## src/rtl/vcmp_pkg.sv

```systemverilog
package vcmp_pkg;
  localparam int CF_W  = 4;
  localparam int CF_LT = 3;
  localparam int CF_GT = 2;
  localparam int CF_EQ = 1;
  localparam int CF_SO = 0;
  typedef logic [CF_W-1:0] cfield_t;
endpackage

```

## src/rtl/vcmp_gpr.sv

```systemverilog
// Integer register file: one synchronous write port, one asynchronous read port.
module vcmp_gpr #(
  parameter int XLEN  = 16,
  parameter int DEPTH = 16,
  localparam int AW   = $clog2(DEPTH)
) (
  input  logic            clk,
  input  logic            we,
  input  logic [AW-1:0]   waddr,
  input  logic [XLEN-1:0] wdata,
  input  logic [AW-1:0]   raddr,
  output logic [XLEN-1:0] rdata
);
  logic [XLEN-1:0] mem [DEPTH];

  always_ff @(posedge clk) begin
    if (we) mem[waddr] <= wdata;
  end

  assign rdata = mem[raddr];
endmodule

```

## src/rtl/vcmp_crf.sv

```systemverilog
// Condition field array: one write port, one registered read port (block RAM shape).
module vcmp_crf #(
  parameter int DEPTH = 16,
  localparam int AW   = $clog2(DEPTH)
) (
  input  logic                   clk,
  input  logic                   we,
  input  logic [AW-1:0]          waddr,
  input  vcmp_pkg::cfield_t      wdata,
  input  logic [AW-1:0]          raddr,
  output vcmp_pkg::cfield_t      rdata
);
  vcmp_pkg::cfield_t mem [DEPTH];

  always_ff @(posedge clk) begin
    if (we) mem[waddr] <= wdata;
    rdata <= mem[raddr];
  end
endmodule

```

## src/rtl/vcmp_cmp.sv

```systemverilog
// Signed compare against the immediate, plus the early-exit test on the result.
module vcmp_cmp #(
  parameter int XLEN = 16
) (
  input  logic [XLEN-1:0]   opnd,
  input  logic [XLEN-1:0]   imm,
  input  logic [1:0]        test_sel,
  input  logic              test_pol,
  output vcmp_pkg::cfield_t cf,
  output logic              fail
);
  always_comb begin
    cf = '0;
    if ($signed(opnd) < $signed(imm))      cf[vcmp_pkg::CF_LT] = 1'b1;
    else if ($signed(opnd) > $signed(imm)) cf[vcmp_pkg::CF_GT] = 1'b1;
    else                                   cf[vcmp_pkg::CF_EQ] = 1'b1;
    fail = (cf[test_sel] == test_pol);
  end
endmodule

```

## src/rtl/vcmp_ff_top.sv

```systemverilog
module vcmp_ff_top #(
  parameter int XLEN  = 16,
  parameter int NGPR  = 16,
  parameter int NCF   = 16,
  parameter int MAXVL = 16,
  localparam int GAW  = $clog2(NGPR),
  localparam int CAW  = $clog2(NCF),
  localparam int VLW  = $clog2(MAXVL + 1)
) (
  input  logic                 clk,
  input  logic                 rst,
  input  logic                 start,
  input  logic [GAW-1:0]       ra,
  input  logic [CAW-1:0]       ba,
  input  logic [XLEN-1:0]      imm,
  input  logic [VLW-1:0]       vl_in,
  input  logic                 ra_vec,
  input  logic                 ba_vec,
  input  logic                 ff_en,
  input  logic                 ff_incl,
  input  logic [1:0]           test_sel,
  input  logic                 test_pol,
  input  logic                 gpr_we,
  input  logic [GAW-1:0]       gpr_waddr,
  input  logic [XLEN-1:0]      gpr_wdata,
  input  logic [CAW-1:0]       cf_raddr,
  output logic [3:0]           cf_rdata,
  output logic                 busy,
  output logic                 done,
  output logic [VLW-1:0]       vl_out
);
  logic              busy_q, done_q;
  logic [VLW-1:0]    idx_q, vl_q, vl_out_q;
  logic [GAW-1:0]    src_q;
  logic [CAW-1:0]    dst_q;
  logic [XLEN-1:0]   imm_q;
  logic              rvec_q, bvec_q, ff_q, incl_q, tpol_q;
  logic [1:0]        tsel_q;

  logic [XLEN-1:0]   opnd;
  vcmp_pkg::cfield_t cf_new, cf_rd;
  logic              elem_fail, last_elem, stop_now;

  vcmp_gpr #(.XLEN(XLEN), .DEPTH(NGPR)) u_gpr (
    .clk(clk), .we(gpr_we), .waddr(gpr_waddr), .wdata(gpr_wdata),
    .raddr(src_q), .rdata(opnd)
  );

  vcmp_cmp #(.XLEN(XLEN)) u_cmp (
    .opnd(opnd), .imm(imm_q), .test_sel(tsel_q), .test_pol(tpol_q),
    .cf(cf_new), .fail(elem_fail)
  );

  vcmp_crf #(.DEPTH(NCF)) u_crf (
    .clk(clk), .we(busy_q), .waddr(dst_q), .wdata(cf_new),
    .raddr(cf_raddr), .rdata(cf_rd)
  );

  assign last_elem = (idx_q == vl_q - 1'b1);
  assign stop_now  = ff_q && elem_fail;

  // Control and result registers
  always_ff @(posedge clk) begin
    if (rst) begin
      busy_q   <= 1'b0;
      done_q   <= 1'b0;
      vl_out_q <= '0;
    end else begin
      done_q <= 1'b0;
      if (!busy_q) begin
        if (start) begin
          if (vl_in == '0) begin
            done_q   <= 1'b1;
            vl_out_q <= '0;
          end else begin
            busy_q <= 1'b1;
          end
        end
      end else if (stop_now || last_elem) begin
        busy_q   <= 1'b0;
        done_q   <= 1'b1;
        vl_out_q <= stop_now ? (incl_q ? idx_q + 1'b1 : idx_q) : vl_q;
      end
    end
  end

  // Loop state and captured operation (no reset needed)
  always_ff @(posedge clk) begin
    if (!busy_q) begin
      if (start) begin
        idx_q  <= '0;
        src_q  <= ra;
        dst_q  <= ba;
        vl_q   <= vl_in;
        imm_q  <= imm;
        rvec_q <= ra_vec;
        bvec_q <= ba_vec;
        ff_q   <= ff_en;
        incl_q <= ff_incl;
        tsel_q <= test_sel;
        tpol_q <= test_pol;
      end
    end else begin
      idx_q <= idx_q + 1'b1;
      if (rvec_q) src_q <= src_q + 1'b1;
      if (bvec_q) dst_q <= dst_q + 1'b1;
    end
  end

  assign busy     = busy_q;
  assign done     = done_q;
  assign vl_out   = vl_out_q;
  assign cf_rdata = cf_rd;
endmodule

```

## config.mk

```make
export PLATFORM = sky130hd
export DESIGN_NAME = vcmp_ff_top
export DESIGN_NICKNAME = d
export VERILOG_FILES = /design/src/rtl/vcmp_pkg.sv /design/src/rtl/vcmp_gpr.sv /design/src/rtl/vcmp_crf.sv /design/src/rtl/vcmp_cmp.sv /design/src/rtl/vcmp_ff_top.sv
export SDC_FILE = /design/constraint.sdc
export NUM_CORES = 1
export LEC_CHECK = 0
export BUFFER_PORTS_ARGS = -buffer_cell sky130_fd_sc_hd__buf_2
export CORE_MARGIN = 2
export CORE_UTILIZATION = 40
export CTS_BUF_LIST = sky130_fd_sc_hd__clkbuf_16
export DETAILED_ROUTE_END_ITERATION = 7
export PLACE_DENSITY = 0.55
export RECOVER_POWER = 25
export SETUP_SLACK_MARGIN = 0.15
export SYNTH_ARGS = -nofsm -noshare
export SYNTH_HDL_FRONTEND = slang
export SYNTH_SLANG_ARGS = --single-unit
export TNS_END_PERCENT = 20
```

## constraint.sdc

```tcl
create_clock -name clk -period 13.4 [get_ports clk]
set_input_delay 2.01 -clock clk [delete_from_list [all_inputs] [get_ports clk]]
set_output_delay 2.01 -clock clk [all_outputs]
set_load 0.005 [all_outputs]
```

Word-level counts from Yosys, hierarchy flattened
Memory sizes are Yosys's and may differ from the RTL's. A register that Yosys moved wholly into a read port is not among the register bits.
Cells that the tools add are included.
{"block": "word_totals", "memories": 2, "out_inout_bits": 11, "word_cells": 72, "ff_bits": 52, "ram_bits": 304}
{"block": "op_classes", "bitwise": 1, "eq_ne": 5, "mux": 33, "order_cmp": 3, "reduce_logical": 9, "addsub": 4}
{"name": "u_gpr.mem", "depth": 16, "width": 16, "read_ports": 1, "rd_clocked_by_memory_dff": 1, "write_ports": 1, "line_no": "vcmp_gpr.sv:14", "text": "logic [XLEN-1:0] mem [DEPTH];"}
{"name": "u_crf.mem", "depth": 16, "width": 3, "read_ports": 1, "rd_clocked_by_memory_dff": 1, "write_ports": 1, "line_no": "vcmp_crf.sv:13", "text": "vcmp_pkg::cfield_t mem [DEPTH];"}
{"operator": "$mux W5", "n": 8}
{"operator": "$mux W4", "n": 7}
{"operator": "$gt A16 B16 Y1", "n": 1}
{"operator": "$lt A16 B16 Y1", "n": 1}
{"operator": "$mux W1", "n": 16}
{"operator": "$add A4 B1 Y4 const B", "n": 2}
{"operator": "$ne A2 B1 Y1 const B", "n": 3}
{"operator": "$reduce_and A2 Y1", "n": 3}
{"operator": "$add A5 B1 Y5 const B", "n": 1}
{"operator": "$eq A5 B5 Y1", "n": 1}
{"operator": "$logic_not A5 Y1", "n": 1}
{"operator": "$sub A5 B1 Y5 const B", "n": 1}
{"operator": "$reduce_bool A2 Y1", "n": 2}
{"operator": "$lt A2 B3 Y1 const B", "n": 1}
{"operator": "$reduce_and A3 Y1", "n": 1}
{"operator": "$bmux W1 S2", "n": 1}
{"operator": "$mux W2", "n": 1}
{"operator": "$eq A1 B1 Y1", "n": 1}
{"operator": "$logic_and A1 B1 Y1", "n": 1}
{"operator": "$logic_or A1 B1 Y1", "n": 1}
{"operator": "$not A1 Y1", "n": 1}

Depth between registers and ports, before layout
{"block": "depth", "word_depth": 10, "mapped_depth": 15, "depth_no_buf": 13}

Hierarchy
A second synthesis with hierarchy kept.
{"block": "hier_totals", "hier_cells": 792, "area_unflattened_um2": 15163.3}
{"mod": "vcmp_gpr", "instances": 1, "area_each_um2": 9723.1, "seq_area_each_um2": 7687.4, "cells_per_inst": 416}
{"mod": "vcmp_crf", "instances": 1, "area_each_um2": 2666.3, "seq_area_each_um2": 2001.9, "cells_per_inst": 130}
{"mod": "vcmp_ff_top", "instances": 1, "area_each_um2": 2120.8, "seq_area_each_um2": 1371.3, "cells_per_inst": 156}
{"mod": "vcmp_cmp", "instances": 1, "area_each_um2": 653.1, "seq_area_each_um2": 0.0, "cells_per_inst": 90}

Worst setup path after synthesis
Ideal clock, no wire load.
{"block": "synth_timing", "path_kind": "flip-flop to flip-flop", "from": "register (tool-made name)", "to": "register vl_out_q[0], in the netlist vl_out[0]", "setup_time_ns": 0.133, "setup_slack_ns": 8.699, "path_stages_with_launch": 15, "required_ns": 13.267, "arrival_ns": 4.568, "synth_period_minus_slack_ns": 4.701, "cell_sequence": "dfxtp_1 clkbuf_1 buf_1 mux4_2 mux4_2 ha_1 nand4_2 nor4_2 a21bo_1 and4_4 o211a_1 or4_4 a21boi_2 a2111o_1 o221ai_1"}
{"element": "to (signal assigned)", "line_no": "vcmp_ff_top.sv:82", "text": "vl_out_q <= stop_now ? (incl_q ? idx_q + 1'b1 : idx_q) : vl_q;"}
{"element": "to (decl)", "line_no": "vcmp_ff_top.sv:33", "text": "logic [VLW-1:0] idx_q, vl_q, vl_out_q;"}

==> summary.txt <==
Synth
  • Register bit total from synthesis: 359
  • Cell count after synthesis: 703
  • Ys Warns: 0
  • Distinct cells, synth: 48
  • Synth Flop Type: edfxtp_1
  • Post-synthesis net count: 790
  • Sequential element share of the synthesized area: 74.2%
  • Ys async rst share: 0%
  • Post-Syn Area: 14,300 µm²
  • Post-synth EDFFs: between 300 and 400
  • Mean Syn Cell Area: 20.4 µm²

Min path
  • Hold WC Path Type: register to register
  • Hold Path Stages: 2

Place
  • HPWL after DPL: 18,100 µm
  • Dpl ws: 7660 ps
  • Post-DP Area: between 15,000 and 20,000 µm²
  • Placed cells: 1,231
  • # port buffers: 73
  • GPL Wtd Cong: 0.776

STA
  • Final hold slack: 529 ps
  • Setup slack after layout: 7770 ps
  • Final hold viol count: 0
  • Final Slew Violations: 0
  • Setup violators final: 0
  • Max Clk Rate: around 0.18 GHz
  • Final min period: 5630 ps
  • RSZ-0062 raised after global routing: no
  • Relative slew margins: between 10% and 20%
  • Tightest Pin Transition: 1320 ps
  • Setup TNS: 0 ps
  • Final Cycle Share: 42.0%
  • Clk_skew: 25.2 ps

Clock tree
  • CTS tree: done
  • Root Buffer: clkbuf_16
  • Cts bufs inserted: 40
  • Resized Gates After CTS: 0
  • Longest Clk Path Bufs: 3
  • Clock Pin Slew Worst Setup and Hold Paths: 50 ps
  • Clock latency on the worst-skew pair: 530 ps
  • Setup repair bufs after CTS: 0
  • Hold Buf Count CTS: 0
  • Clock sinks: 359
  • H-Tree Depth: 2

Die
  • Die Width: 193 µm
  • Starting density of the core: 40.4%
  • Num rows: 69
  • Die ar.: 37,400 µm²
  • Die span in y: 193 µm
  • Ports: 75
  • Core ar.: about 35,000 µm²

Detailed routing
  • Iteration-0 DRC Markers: 564
  • Residual DRC count: 0
  • Avg Vias per Cell: 5.36
  • Post-DRT Antenna Nets: 0
  • WL final: roughly 30,000 µm
  • Pre-antenna DRT Iters: 6
  • Routed vias: ~7k
  • WL per Instance: 23.2 µm

Setup path
  • Crit Path Max Fanout: 34
  • Reg2Reg Depth: 13
  • CP Class: register to register
  • CP Launch Type: register
  • Crit path DAT: approximately 6000 ps
  • Crit end category: register
  • CP Data Required Time: 13,760 ps

Final layout
  • Area Overhead vs Synth: 15.4%
  • Filler cells: 2,958
  • Design area: 16,600 µm²
  • Fraction of layout cells with a size suffix above 1: 29.7%
  • Fin cells: 1,304
  • Most common cell after layout, fill and taps aside: edfxtp_1
  • Most frequent cells in the layout: edfxtp_1 (345), mux4_2 (95), buf_2 (55)
  • Nets: 899

Pwr
  • Pwr dens: 159 nW/µm²
  • P_leak: 0.00548 µW
  • Peak supply drop: 0.103 mV

Outcome
  • Outcome: complete, no violations

Flow run
  • Max-cap violation count: 0

GRT
  • First-pass GRT wire length: 45,500 µm
  • Initial antenna violation count: 1
  • Number of global-route vias before repair: 7,450
  • Largest net degree at the start of global routing: 65
  • Gr usage total: 16.3%
  • Grt ovf: 0
metal layers:
metal,wire length (µm),global-route usage [%]
met2,14900,26.9
met3,1670,3.19
met1,13000,22.1
met5,0,0
met4,708,4.83
critical path: stages, from the launching register on:
cell and delay (ps):
dfxtp_4 760, buf_4 650, mux4_2 590, mux4_2 500, ha_1 370, nand4_2 180, nor4_2 300, a21bo_1 250
and4_4 180, o211a_1 220, or4_4 510, a21boi_2 450, a2111o_1 320, o221ai_1 140
path summary, 6_finish.rpt:
kind	startpoint	end	slack (ps)
worst max-delay path	register	vl_out[3]	7770
worst min-delay path	vl_out[0]	vl_out[0]	530
worst max register to register	register	vl_out[3]	7770
worst min register to register	vl_out[0]	vl_out[0]	530
registers in the layout, summed over array words and instances, names as in the netlist, 3 cells and up, named ones only:
signal and flops:
dst_q 4, idx_q 5, imm_q 16, src_q 4, u_crf.mem 48, u_crf.rdata 3
u_gpr.mem 256, vl_out 5, vl_q 5
power by group:
group	total, µW	internal (µW)	switching, µW
logic	322	154	168
clock network	1000	591	409
registers	1310	1290	26.7
metrics by stage:
step	utilization (%)	power, µW
after floorplan	-	1560
after global placement	43.3	1660
after detailed placement	43.3	1670
after CTS	46.7	2670
after global routing	46.7	2750
final	46.7	2640
cells by family (layout without fill, tap and decap cells):
kind of cell / Yosys count / after routing / synth area share, %
multiplexers: 104 / 104 / 15.6
buffers and inverters: 56 / 195 / 1.57
AO/OA/AOI/OAI: 34 / 34 / 1.60
AND/OR/NAND/NOR: 111 / 111 / 4.09
XOR/XNOR: 15 / 15 / 0.916
other: 1 / 2 / 0.0261
flip-flops: 359 / 359 / 74.2
adder cells (fa/ha/maj): 23 / 23 / 2.01
cell type report:
class / count / area, µm² / share of cell area [%]
flip-flops and latches: 359 / 10600 / 64.3
multi-input cells: 288 / 3500 / 21.1
clock buffers: 41 / 1030 / 6.20
well taps: 461 / 577 / 3.48
repair buffers: 96 / 512 / 3.09
clock inverters: 31 / 193 / 1.16
inverters: 27 / 101 / 0.612
diodes: 1 / 2.50 / 0.0151
cells in the mapped netlist (6+ instances only):
cell | instances | area, µm²
clkbuf_1 | 18 | 67.6
nor2_1 | 33 | 124
xnor2_1 | 10 | 87.6
inv_1 | 27 | 101
mux2_2 | 8 | 90.1
buf_1 | 8 | 30.0
dfxtp_1 | 14 | 280
nor3_1 | 11 | 55.1
ha_1 | 23 | 288
nand2b_1 | 7 | 43.8
nand3_1 | 10 | 50.1
nand2_1 | 19 | 71.3
a21oi_1 | 15 | 75.1
edfxtp_1 | 345 | 10400
mux4_2 | 95 | 2140
and2_1 | 6 | 37.5
No activity file was read; power rests on OpenSTA's default activity.
